**config.mk**
```make
export PLATFORM = sky130hd
export DESIGN_NAME = cfg_stream_parser
export DESIGN_NICKNAME = d
export VERILOG_FILES = /design/src/rtl/cfgp_pkg.sv /design/src/rtl/cfgp_frame_fsm.sv /design/src/rtl/cfgp_block_ctr.sv /design/src/rtl/cfgp_write_port.sv /design/src/rtl/cfg_stream_parser.sv
export SDC_FILE = /design/constraint.sdc
export NUM_CORES = 1
export LEC_CHECK = 0
export BUFFER_PORTS_ARGS = -buffer_cell sky130_fd_sc_hd__buf_2
export CAP_MARGIN = 20
export CORE_ASPECT_RATIO = 1.25
export CORE_UTILIZATION = 50
export DETAILED_ROUTE_END_ITERATION = 10
export PLACE_DENSITY = 0.77
export SYNTH_ARGS = -nofsm -noshare
export SYNTH_HDL_FRONTEND = slang
export SYNTH_SLANG_ARGS = --single-unit
```
**constraint.sdc**
```tcl
create_clock -name clk -period 2.3 [get_ports clk]
set_clock_uncertainty 0.15 [all_clocks]
set_input_delay 0.23 -clock clk [delete_from_list [all_inputs] [get_ports clk]]
set_output_delay 0.23 -clock clk [all_outputs]
set_load 0.01 [all_outputs]
```
**src/rtl/cfgp_pkg.sv**
```systemverilog
package cfgp_pkg;

    // Parser phases, in stream order.
    typedef enum logic [3:0] {
        ST_HUNT,
        ST_PREAMBLE,
        ST_DEVID,
        ST_CTRL,
        ST_HDR,
        ST_BANK,
        ST_COUNT,
        ST_DATA,
        ST_ENDM
    } cfgp_state_e;

endpackage

```
**src/rtl/cfgp_frame_fsm.sv**
```systemverilog
// cfgp_frame_fsm
// Walks the stream one accepted byte at a time and emits load/write/event
// strobes for the block tracker and the write port.
// Assumes: a byte counts only when byte_valid is high; the block tracker
// reports remain_one/more_flag for the block currently being parsed.
module cfgp_frame_fsm
    import cfgp_pkg::*;
#(
    parameter int          PREAMBLE_LEN = 4,
    parameter logic [7:0]  SYNC_BYTE    = 8'hD5,
    parameter logic [7:0]  CTRL_BYTE    = 8'hC1,
    parameter logic [7:0]  END_BYTE     = 8'h2A
) (
    input  logic       clk,
    input  logic       rst_n,
    input  logic       byte_valid,
    input  logic [7:0] byte_in,
    input  logic       full_mode,
    input  logic [7:0] my_id,
    input  logic       remain_one,
    input  logic       more_flag,
    output logic       ld_hdr,
    output logic       ld_bank,
    output logic       ld_cnt,
    output logic       do_write,
    output logic       done_pulse,
    output logic       err_pulse
);

    localparam bit HAS_PRE = (PREAMBLE_LEN > 0);
    localparam int PRE_W   = (PREAMBLE_LEN > 1) ? $clog2(PREAMBLE_LEN) : 1;

    cfgp_state_e state, nxt;
    logic        pre_last;

    // Identity-byte counter: only built when more than one byte is skipped.
    generate
        if (PREAMBLE_LEN > 1) begin : g_pre_cnt
            logic [PRE_W-1:0] pre_cnt;

            // Counts accepted identity bytes, cleared outside that phase.
            always_ff @(posedge clk) begin
                if (!rst_n) begin
                    pre_cnt <= '0;
                end else if (state != ST_PREAMBLE) begin
                    pre_cnt <= '0;
                end else if (byte_valid) begin
                    pre_cnt <= pre_cnt + PRE_W'(1);
                end
            end

            assign pre_last = (pre_cnt == PRE_W'(PREAMBLE_LEN - 1));
        end else begin : g_pre_single
            assign pre_last = 1'b1;
        end
    endgenerate

    // Next-phase decision and strobes for the current accepted byte.
    always_comb begin
        nxt        = state;
        ld_hdr     = 1'b0;
        ld_bank    = 1'b0;
        ld_cnt     = 1'b0;
        do_write   = 1'b0;
        done_pulse = 1'b0;
        err_pulse  = 1'b0;
        if (byte_valid) begin
            unique case (state)
                ST_HUNT: begin
                    if (byte_in == SYNC_BYTE) begin
                        nxt = (full_mode && HAS_PRE) ? ST_PREAMBLE : ST_DEVID;
                    end
                end
                ST_PREAMBLE: begin
                    if (pre_last) nxt = ST_DEVID;
                end
                ST_DEVID: begin
                    nxt = (byte_in == my_id) ? ST_CTRL : ST_HUNT;
                end
                ST_CTRL: begin
                    if (byte_in == CTRL_BYTE) begin
                        nxt = ST_HDR;
                    end else begin
                        err_pulse = 1'b1;
                        nxt       = ST_HUNT;
                    end
                end
                ST_HDR: begin
                    ld_hdr = 1'b1;
                    nxt    = ST_BANK;
                end
                ST_BANK: begin
                    ld_bank = 1'b1;
                    nxt     = ST_COUNT;
                end
                ST_COUNT: begin
                    ld_cnt = 1'b1;
                    nxt    = (byte_in == 8'h00) ? ST_ENDM : ST_DATA;
                end
                ST_DATA: begin
                    do_write = 1'b1;
                    nxt      = remain_one ? ST_ENDM : ST_DATA;
                end
                ST_ENDM: begin
                    if (byte_in != END_BYTE) begin
                        err_pulse = 1'b1;
                        nxt       = ST_HUNT;
                    end else if (more_flag) begin
                        nxt = ST_HDR;
                    end else begin
                        done_pulse = 1'b1;
                        nxt        = ST_HUNT;
                    end
                end
                default: nxt = ST_HUNT;
            endcase
        end
    end

    // Phase register.
    always_ff @(posedge clk) begin
        if (!rst_n) state <= ST_HUNT;
        else        state <= nxt;
    end

    // an idle input cycle leaves the phase untouched.
    a_r11_idle_hold: assert property (@(posedge clk) disable iff (!rst_n)
        !byte_valid |=> state == $past(state));

    // a foreign device ID sends the parser back to hunting.
    a_r4_foreign_id: assert property (@(posedge clk) disable iff (!rst_n)
        (byte_valid && state == ST_DEVID && byte_in != my_id) |=> state == ST_HUNT);

    // every abort lands in the hunting phase.
    a_r5_abort_hunts: assert property (@(posedge clk) disable iff (!rst_n)
        err_pulse |=> state == ST_HUNT);

    // completion only comes from a closing marker on a last block.
    a_r10_done_last: assert property (@(posedge clk) disable iff (!rst_n)
        done_pulse |-> (!more_flag && byte_in == END_BYTE));

endmodule

```
**src/rtl/cfgp_block_ctr.sv**
```systemverilog
// cfgp_block_ctr
// Holds the per-block context: current bank, running address, continuation
// flag and number of payload bytes still expected.
// Assumes: at most one of ld_hdr/ld_bank/ld_cnt/do_write is high per cycle.
module cfgp_block_ctr #(
    parameter int ADDR_W = 5,
    parameter int BANK_W = 2
) (
    input  logic              clk,
    input  logic              rst_n,
    input  logic              ld_hdr,
    input  logic              ld_bank,
    input  logic              ld_cnt,
    input  logic              do_write,
    input  logic [ADDR_W-1:0] hdr_addr,
    input  logic              hdr_more,
    input  logic [BANK_W-1:0] bank_sel,
    input  logic [7:0]        count_in,
    output logic [ADDR_W-1:0] cur_addr,
    output logic [BANK_W-1:0] cur_bank,
    output logic              more_flag,
    output logic              remain_one
);

    logic [7:0] remain;

    // Address and continuation flag: loaded by a header, stepped per write.
    always_ff @(posedge clk) begin
        if (!rst_n) begin
            cur_addr  <= '0;
            more_flag <= 1'b0;
        end else if (ld_hdr) begin
            cur_addr  <= hdr_addr;
            more_flag <= hdr_more;
        end else if (do_write) begin
            cur_addr  <= cur_addr + ADDR_W'(1);
        end
    end

    // Bank selection latched from the bank byte.
    always_ff @(posedge clk) begin
        if (!rst_n)       cur_bank <= '0;
        else if (ld_bank) cur_bank <= bank_sel;
    end

    // Payload bytes still to come in this block.
    always_ff @(posedge clk) begin
        if (!rst_n)        remain <= '0;
        else if (ld_cnt)   remain <= count_in;
        else if (do_write) remain <= remain - 8'd1;
    end

    assign remain_one = (remain == 8'd1);

    // a write is never requested when the block has no bytes left.
    a_r8_write_needs_bytes: assert property (@(posedge clk) disable iff (!rst_n)
        do_write |-> remain != 8'd0);

endmodule

```
**src/rtl/cfgp_write_port.sv**
```systemverilog
// cfgp_write_port
// Registers the memory write and the frame event pulses so that every
// output of the parser leaves a flop.
// Assumes: do_write, done_pulse and err_pulse come from one accepted byte.
module cfgp_write_port #(
    parameter int ADDR_W = 5,
    parameter int BANK_W = 2
) (
    input  logic              clk,
    input  logic              rst_n,
    input  logic              do_write,
    input  logic              done_pulse,
    input  logic              err_pulse,
    input  logic [ADDR_W-1:0] cur_addr,
    input  logic [BANK_W-1:0] cur_bank,
    input  logic [7:0]        data_in,
    output logic              wr_en,
    output logic [BANK_W-1:0] wr_bank,
    output logic [ADDR_W-1:0] wr_addr,
    output logic [7:0]        wr_data,
    output logic              frame_done,
    output logic              frame_err
);

    // Write strobe and its payload, one cycle after the byte is accepted.
    always_ff @(posedge clk) begin
        if (!rst_n) begin
            wr_en   <= 1'b0;
            wr_bank <= '0;
            wr_addr <= '0;
            wr_data <= '0;
        end else begin
            wr_en <= do_write;
            if (do_write) begin
                wr_bank <= cur_bank;
                wr_addr <= cur_addr;
                wr_data <= data_in;
            end
        end
    end

    // Frame outcome pulses.
    always_ff @(posedge clk) begin
        if (!rst_n) begin
            frame_done <= 1'b0;
            frame_err  <= 1'b0;
        end else begin
            frame_done <= done_pulse;
            frame_err  <= err_pulse;
        end
    end

    // at most one output event per cycle.
    a_r12_one_event: assert property (@(posedge clk) disable iff (!rst_n)
        $onehot0({wr_en, frame_done, frame_err}));

    // completion is a single-cycle pulse.
    a_r10_done_single: assert property (@(posedge clk) disable iff (!rst_n)
        frame_done |=> !frame_done);

endmodule

```
**src/rtl/cfg_stream_parser.sv**
```systemverilog
// cfg_stream_parser
// Top level: parses a framed configuration byte stream into banked memory
// writes with completion and error pulses.
// Assumes: one byte per cycle at most, qualified by byte_valid; the header
// address field fits below the continuation bit.
module cfg_stream_parser #(
    parameter int          ADDR_W       = 5,
    parameter int          BANK_W       = 2,
    parameter int          PREAMBLE_LEN = 4,
    parameter logic [7:0]  SYNC_BYTE    = 8'hD5,
    parameter logic [7:0]  CTRL_BYTE    = 8'hC1,
    parameter logic [7:0]  END_BYTE     = 8'h2A
) (
    input  logic              clk,
    input  logic              rst_n,
    input  logic              byte_valid,
    input  logic [7:0]        byte_in,
    input  logic              full_mode,
    input  logic [7:0]        my_id,
    output logic              wr_en,
    output logic [BANK_W-1:0] wr_bank,
    output logic [ADDR_W-1:0] wr_addr,
    output logic [7:0]        wr_data,
    output logic              frame_done,
    output logic              frame_err
);

    localparam int MORE_BIT = 6;

    logic              ld_hdr, ld_bank, ld_cnt, do_write;
    logic              done_pulse, err_pulse;
    logic              remain_one, more_flag;
    logic [ADDR_W-1:0] cur_addr;
    logic [BANK_W-1:0] cur_bank;

    cfgp_frame_fsm #(
        .PREAMBLE_LEN (PREAMBLE_LEN),
        .SYNC_BYTE    (SYNC_BYTE),
        .CTRL_BYTE    (CTRL_BYTE),
        .END_BYTE     (END_BYTE)
    ) u_fsm (
        .clk        (clk),
        .rst_n      (rst_n),
        .byte_valid (byte_valid),
        .byte_in    (byte_in),
        .full_mode  (full_mode),
        .my_id      (my_id),
        .remain_one (remain_one),
        .more_flag  (more_flag),
        .ld_hdr     (ld_hdr),
        .ld_bank    (ld_bank),
        .ld_cnt     (ld_cnt),
        .do_write   (do_write),
        .done_pulse (done_pulse),
        .err_pulse  (err_pulse)
    );

    cfgp_block_ctr #(
        .ADDR_W (ADDR_W),
        .BANK_W (BANK_W)
    ) u_blk (
        .clk        (clk),
        .rst_n      (rst_n),
        .ld_hdr     (ld_hdr),
        .ld_bank    (ld_bank),
        .ld_cnt     (ld_cnt),
        .do_write   (do_write),
        .hdr_addr   (byte_in[ADDR_W-1:0]),
        .hdr_more   (byte_in[MORE_BIT]),
        .bank_sel   (byte_in[BANK_W-1:0]),
        .count_in   (byte_in),
        .cur_addr   (cur_addr),
        .cur_bank   (cur_bank),
        .more_flag  (more_flag),
        .remain_one (remain_one)
    );

    cfgp_write_port #(
        .ADDR_W (ADDR_W),
        .BANK_W (BANK_W)
    ) u_wp (
        .clk        (clk),
        .rst_n      (rst_n),
        .do_write   (do_write),
        .done_pulse (done_pulse),
        .err_pulse  (err_pulse),
        .cur_addr   (cur_addr),
        .cur_bank   (cur_bank),
        .data_in    (byte_in),
        .wr_en      (wr_en),
        .wr_bank    (wr_bank),
        .wr_addr    (wr_addr),
        .wr_data    (wr_data),
        .frame_done (frame_done),
        .frame_err  (frame_err)
    );

endmodule

```
==> impl_metrics.toml, run 1 <==
[final_layout]
n_antenna_cell = 0
post-route-util_pct = 59.9
area_growth_pct = 13.9
fillers = 400
drive_above_1_share_pct = 18.8
nets = 327

[global_route]
grt_pass1_wl_um = 8730
antenna_found_initial = 0
grt_pass1_vias = 1847
grt_overflow = 0
grtUsageTotal_pct = 25.8
grt_max_degree = 30

[synth]
synth_area_um2 = 2150
yosysWarnings = 0
synth_nets = 301
syn_inst = 277
avgSynthCellArea_um2 = 7.78
ys.flop_type = "dfxtp_1"
yosys.area.top_type_share_pct = 37.2
synth-seq-cells = 40
synth_edf_count = 0
synthTopCellsByCount = "48 x nand2_1, 40 x dfxtp_1, 32 x a21oi_1, 20 x clkbuf_1, 13 x nor3_1"
synth_area_leaders = "dfxtp_1 37%, nand2_1 8.4%, a21oi_1 7.4%"
yosysTopAreaCell = "dfxtp_1"
yosysMostFrequentCell = "nand2_1"
async_flop_share_pct = 0
ys_seq_area_share_pct = 37.2
yosysUniqueCellTypes = 47

[setup_path]
path_class = "reg2reg"
path_cells = "clkinv_1 -> nor4b_1 -> a21bo_2 -> a21oi_1"
required_ns = 2.39
worstSetupEndpointType = "flop"
r2r_end = "u_wp.frame_err$_SDFF_PN0_"
reg2reg_depth = 4
cp-start-kind = "flop"
reg2reg_setup_slack_ns = 0.34
critPathMaxFanout = 12
cpMaxStageDelayCell = "dfxtp_1"
r2r_start = "u_fsm.state[0]$_SDFFE_PN0P_"
crit_path_max_incr_delay_ns = 0.55
path_buf_inv = 1
cp.arrival_ns = 2.05
crit_family = "flip-flops"

[routing]
route.vias.total = 2097
routed_wl_um = 5350
drcViolationCount = 0
wl_per_cell_um = 14.9
dr.pass1.iters = 4
vias_per_cell = 5.83
antenna_left = 0
drt_iter0_markers = 138

[timing]
fin_setup_tns_ns = 0
maxSlewViolCount = 0
relSlewSlack_pct = 64.7
tightestPinTransition_ns = 0.528
hold_viol = 0
fin_crit_ns = 1.96
rsz0062_at_grt = "false"
period_share_pct = 85.2
clock.fmax_mhz = 511
worst_slack_ns = 0.341
setup_viol = 0

[placement]
portBuffers = 37
place_ws_ns = 0.333
hpwl_um = 3720
gp_congestion = 0.897

[worst_hold_path]
min-delay-path-class = "in2reg"
worstHoldEndpoint = "u_blk.remain[3]$_SDFFE_PN0P_"
hold_start = "rst_n"
hold_depth = 3

[clock_tree]
root_buffer = "clkbuf_8"
cts_setup_buffers = 0
postCtsHoldBufs = 0
h-tree-depth = 2
numCtsBuffers = 5
clock-sinks = 40
insertion_delay_ns = 0.30
post_cts_resize_count = 0
cts_tree = "built"
clock_path_buffers = 2
clk_pin_slew_ns = 0.08

[pwr]
ir_drop_v = 0.000387
power_density_nw_per_um2 = 519
p_leak_nw = 0.894

[die]
ios = 38
initial_core_util_pct = 52.6
die_h_um = 75.4
die-area_um2 = 4580
fp.dieW_um = 60.7
core-area_um2 = 4100
rows = 26

[outcome]
status = "finished, final reports clean"

[flow_run]
maxCapViolations = 0
## flip-flops by register name (all words and copies together), names as in the netlist
| register | count |
|---|---|
| u_wp.wr_addr | 5 |
| u_blk.remain | 8 |
| u_blk.cur_addr | 5 |
| u_wp.frame_err | 1 |
| u_blk.cur_bank | 2 |
| u_wp.wr_data | 8 |
| u_fsm.state | 4 |
| u_wp.wr_en | 1 |
| u_blk.more_flag | 1 |
| u_wp.frame_done | 1 |
| u_wp.wr_bank | 2 |
| u_fsm.g_pre_cnt.pre_cnt | 2 |
## cell families (layout without fill, tap and decap cells)
logic type      Yosys count  in the layout  synth area share, %
compound gates           72             72                 20.9
xor+xnor                 10             10                 4.06
fa+ha+maj                 4              4                 2.32
buf+inv                  33             60                 6.33
flops                    40             40                 37.2
mux                       1              1                0.465
simple gates            117            117                 28.7
## cell usage in the layout, fill, tap and decap left out, types with 3 or more instances in the layout
| cell | count |
|---|---|
| nand4_1 | 3 |
| xor2_1 | 6 |
| buf_2 | 37 |
| nor4b_1 | 4 |
| dfxtp_1 | 40 |
| o21ai_0 | 11 |
| xnor2_1 | 4 |
| nand2_1 | 48 |
| and3_1 | 4 |
| a21oi_1 | 32 |
| o211ai_1 | 3 |
| nor2b_1 | 4 |
| inv_1 | 7 |
| nor3_1 | 13 |
| nor2_1 | 9 |
| a22oi_1 | 6 |
| buf_4 | 7 |
| a32oi_1 | 6 |
| nand3_1 | 7 |
| clkbuf_8 | 6 |
| ha_1 | 4 |
| nor4_1 | 9 |
| a211oi_1 | 3 |
## through the flow
stage	power, mW	std cells	hold slack (ns)	instance area [µm²]
2_1_floorplan	0.753	277	0.216	2150
3_3_place_gp	0.787	352	0.289	2360
3_5_place_dp	0.787	352	0.293	2360
4_1_cts	1.28	360	0.0858	2450
5_1_grt	1.31	360	0.0977	2450
6_report	1.27	360	0.0913	2450
## routing by layer
| metal | part of all wire [%] | wire, µm | GRT usage, % | up-vias |
|---|---|---|---|---|
| met5 | 0 | 0 | 0 | - |
| met4 | 2.0 | 107 | 11.9 | 0 |
| met3 | 4.8 | 255 | 5.60 | 8 |
| met2 | 49 | 2600 | 39.8 | 61 |
| met1 | 45 | 2390 | 34.2 | 984 |
| li1 | - | - | - | 1044 |
## where the power goes
group,total (mW),leakage (nW),internal [mW],switching [mW]
clock network,0.501,0.0434,0.243,0.258
registers,0.692,0.322,0.692,0.000120
logic,0.0795,0.529,0.0285,0.0510
## worst min-delay path: cells and delay by family
family	cells	cell delay, ns
buffers and inverters	1	0.14
AOI/OAI and AO/OA	2	0.13
## final cells by class
class	instances	area, µm²	share of cell area (%)
multi-input cells	204	1220	49.6
repair buffers	44	238	9.69
flip-flops and latches	40	801	32.6
clock inverters	2	15.0	0.612
well taps	56	70.1	2.86
clock buffers	6	82.6	3.37
inverters	8	30.0	1.22
## how the worst max path moves through the flow
stage,from,to,slack [ns],depth (start not counted)
6_report,u_fsm.state[0]$_SDFFE_PN0P_,u_wp.frame_err$_SDFF_PN0_,0.34,4
5_1_grt,u_fsm.state[3]$_SDFFE_PN0P_,u_fsm.state[0]$_SDFFE_PN0P_,0.13,4
4_1_cts,u_fsm.state[3]$_SDFFE_PN0P_,u_wp.wr_data[5]$_SDFFE_PN0P_,0.32,4
3_5_place_dp,u_fsm.state[3]$_SDFFE_PN0P_,u_wp.wr_data[5]$_SDFFE_PN0P_,0.33,4
3_3_place_gp,u_fsm.state[3]$_SDFFE_PN0P_,u_wp.wr_data[3]$_SDFFE_PN0P_,0.40,4
2_1_floorplan,u_fsm.state[3]$_SDFFE_PN0P_,u_fsm.state[1]$_SDFFE_PN0P_,0.59,5
(Power assumes the default switching activity.)
==> run 2, diff against run 1 <==
--- a/config.mk
+++ b/config.mk
@@ -7,10 +7,12 @@
 export LEC_CHECK = 0
 export BUFFER_PORTS_ARGS = -buffer_cell sky130_fd_sc_hd__buf_2
 export CAP_MARGIN = 20
+export CELL_PAD_IN_SITES_DETAIL_PLACEMENT = 0
+export CELL_PAD_IN_SITES_GLOBAL_PLACEMENT = 2
 export CORE_ASPECT_RATIO = 1.25
-export CORE_UTILIZATION = 50
+export CORE_UTILIZATION = 29
 export DETAILED_ROUTE_END_ITERATION = 10
-export PLACE_DENSITY = 0.77
+export PLACE_DENSITY = 0.8
 export SYNTH_ARGS = -nofsm -noshare
 export SYNTH_HDL_FRONTEND = slang
 export SYNTH_SLANG_ARGS = --single-unit
==> constraint.sdc (replaced) <==
create_clock -name clk -period 1.7 [get_ports clk]
set_clock_uncertainty 0.15 [all_clocks]
set_input_delay 0.17 -clock clk [delete_from_list [all_inputs] [get_ports clk]]
set_output_delay 0.17 -clock clk [all_outputs]
set_load 0.01 [all_outputs]
==> run 2 against run 1 <==
  * The run now ends with setup timing left
  * Critical path depth did not move
  * Die area rose by 70%
  * Flip-flop and latch count did not move
  * Wire length rose by 21%
  * Sequential share of layout area fell by 4.1 points
  * Hold slack got worse by 0.055 ns
  * Sequential power rose by 35%
==> impl_metrics.toml, run 2 (synthesis gave the netlist of run 1 again) <==
[outcome]
status = "finished, violations left"
violations = "setup timing"

[timing]
fin_crit_ns = 1.73
worst_slack_ns = -0.0344
fin_setup_tns_ns = -0.0543
relSlewSlack_pct = 73.8
rsz0062_at_grt = "true"
clock.fmax_mhz = 577
maxSlewViolCount = 0
setup_viol = 2
period_share_pct = 102
tightestPinTransition_ns = 0.384
hold_viol = 0

[setup_path]
worstSetupEndpointType = "flop"
path_buf_inv = 0
cp.arrival_ns = 1.80
path_class = "reg2reg"
crit_family = "simple AND/OR/NAND/NOR gates"
required_ns = 1.76
cpMaxStageDelayCell = "or4b_4"
critPathMaxFanout = 5
path_cells = "or4b_4 -> nor4_4 -> nand4_1 -> a32oi_1"
crit_path_max_incr_delay_ns = 0.56
cp-start-kind = "flop"

[clock_tree]
cts_tree = "built"
numCtsBuffers = 5
clock-sinks = 40
insertion_delay_ns = 0.30
h-tree-depth = 2
root_buffer = "clkbuf_8"
clock_path_buffers = 2
clk_pin_slew_ns = 0.09

[pwr]
ir_drop_v = 0.000367
power_density_nw_per_um2 = 663
p_leak_nw = 1.08

[placement]
hpwl_um = 4660
gp_congestion = 0.826
portBuffers = 37

[routing]
route.vias.total = 2174
wl_per_cell_um = 15.3
dr.pass1.iters = 4
drcViolationCount = 0
routed_wl_um = 6470
vias_per_cell = 5.14
drt_iter0_markers = 137
antenna_left = 0

[die]
core-area_um2 = 7060
fp.dieW_um = 79.1
initial_core_util_pct = 30.5
rows = 34
die-area_um2 = 7780
die_h_um = 98.4
ios = 38

[global_route]
antenna_found_initial = 0
grt_overflow = 0
grt_pass1_vias = 2181
grtUsageTotal_pct = 18.1
grt_max_degree = 33
grt_pass1_wl_um = 10900

[worst_hold_path]
min-delay-path-class = "in2reg"

[flow_run]
maxCapViolations = 0

[final_layout]
area_growth_pct = 32.2
n_antenna_cell = 0
final_cell_mix = "48 x nand2_1, 37 x buf_2, 35 x buf_4"
drive_above_1_share_pct = 32.7
post-route-util_pct = 40.3
layout_commonest_cell = "nand2_1"
nets = 356
biggestRegsByFlops = "u_blk.remain (8), u_wp.wr_data (8)"
## run 2: changes by cell type in the layout (fill, tap and decap cells not counted), moves of 3 or more
| cell | before | now |
|---|---|---|
| nor4b_2 | 0 | 3 |
| dfxtp_1 | 40 | 33 |
| nor4b_1 | 4 | 1 |
| nor3_1 | 13 | 10 |
| buf_4 | 7 | 35 |
| dfxtp_2 | 0 | 6 |
## run 2: worst paths after layout
path                                                    from                      endpoint  slack, ns  cells after the start
worst max register to register   u_fsm.state[3]$_SDFFE_PN0P_   u_fsm.state[1]$_SDFFE_PN0P_      -0.03                      4
worst min register to register  u_wp.wr_bank[1]$_SDFFE_PN0P_  u_wp.wr_bank[1]$_SDFFE_PN0P_       0.30                      2
worst max-delay path             u_fsm.state[3]$_SDFFE_PN0P_   u_fsm.state[1]$_SDFFE_PN0P_      -0.03                      4
worst min-delay path                                   rst_n     u_wp.frame_err$_SDFF_PN0_       0.04                      3
## run 2: final cells by class
| class | instances | area [µm²] |
|---|---|---|
| clock buffers | 5 | 68.8 |
| clock inverters | 3 | 47.5 |
| fillers | 766 | 4210 |
| inverters | 8 | 30.0 |
| multi-input cells | 204 | 1310 |
| flip-flops and latches | 40 | 812 |
| well taps | 90 | 113 |
| repair buffers | 73 | 468 |
## run 2: where the power goes
| group | total, mW | switching (mW) | internal, mW | leakage [nW] |
|---|---|---|---|---|
| logic | 0.135 | 0.0818 | 0.0530 | 0.699 |
| clock network | 0.819 | 0.376 | 0.443 | 0.0583 |
| registers | 0.934 | 0.000101 | 0.934 | 0.326 |
## run 2: stage by stage
step	power [mW]	instances	hold slack [ns]	setup WS, ns	instance area [µm²]
finish	1.89	423	0.0365	-0.0344	2850
global route	1.95	423	0.0466	-0.129	2850
CTS	1.91	423	0.0377	-0.0365	2800
detailed placement	1.09	412	0.295	-0.200	2610
global placement	1.09	412	0.291	-0.243	2610
floorplan	1.02	277	0.156	0.0427	2150
## run 2: metal layers
metal,track usage (%),part of all wire (%)
met3,3.08,4.3
met5,0,0
met4,6.15,1.5
met1,22.7,44
met2,30.8,50
## run 2: what timing repair did
action                                  4_1_cts  5_1_grt
resized for setup                            13       17
pin swaps                                     4        4
setup buffers                                 3        0
endpoints found under the setup margin        5       14
hold endpoints to repair                      0        0
hold buffers                                  0        0
## run 2: worst min-delay path, stage by stage
cell	delay (ns)
buf_2	0.14
nand2_1	0.09
a21oi_1	0.04
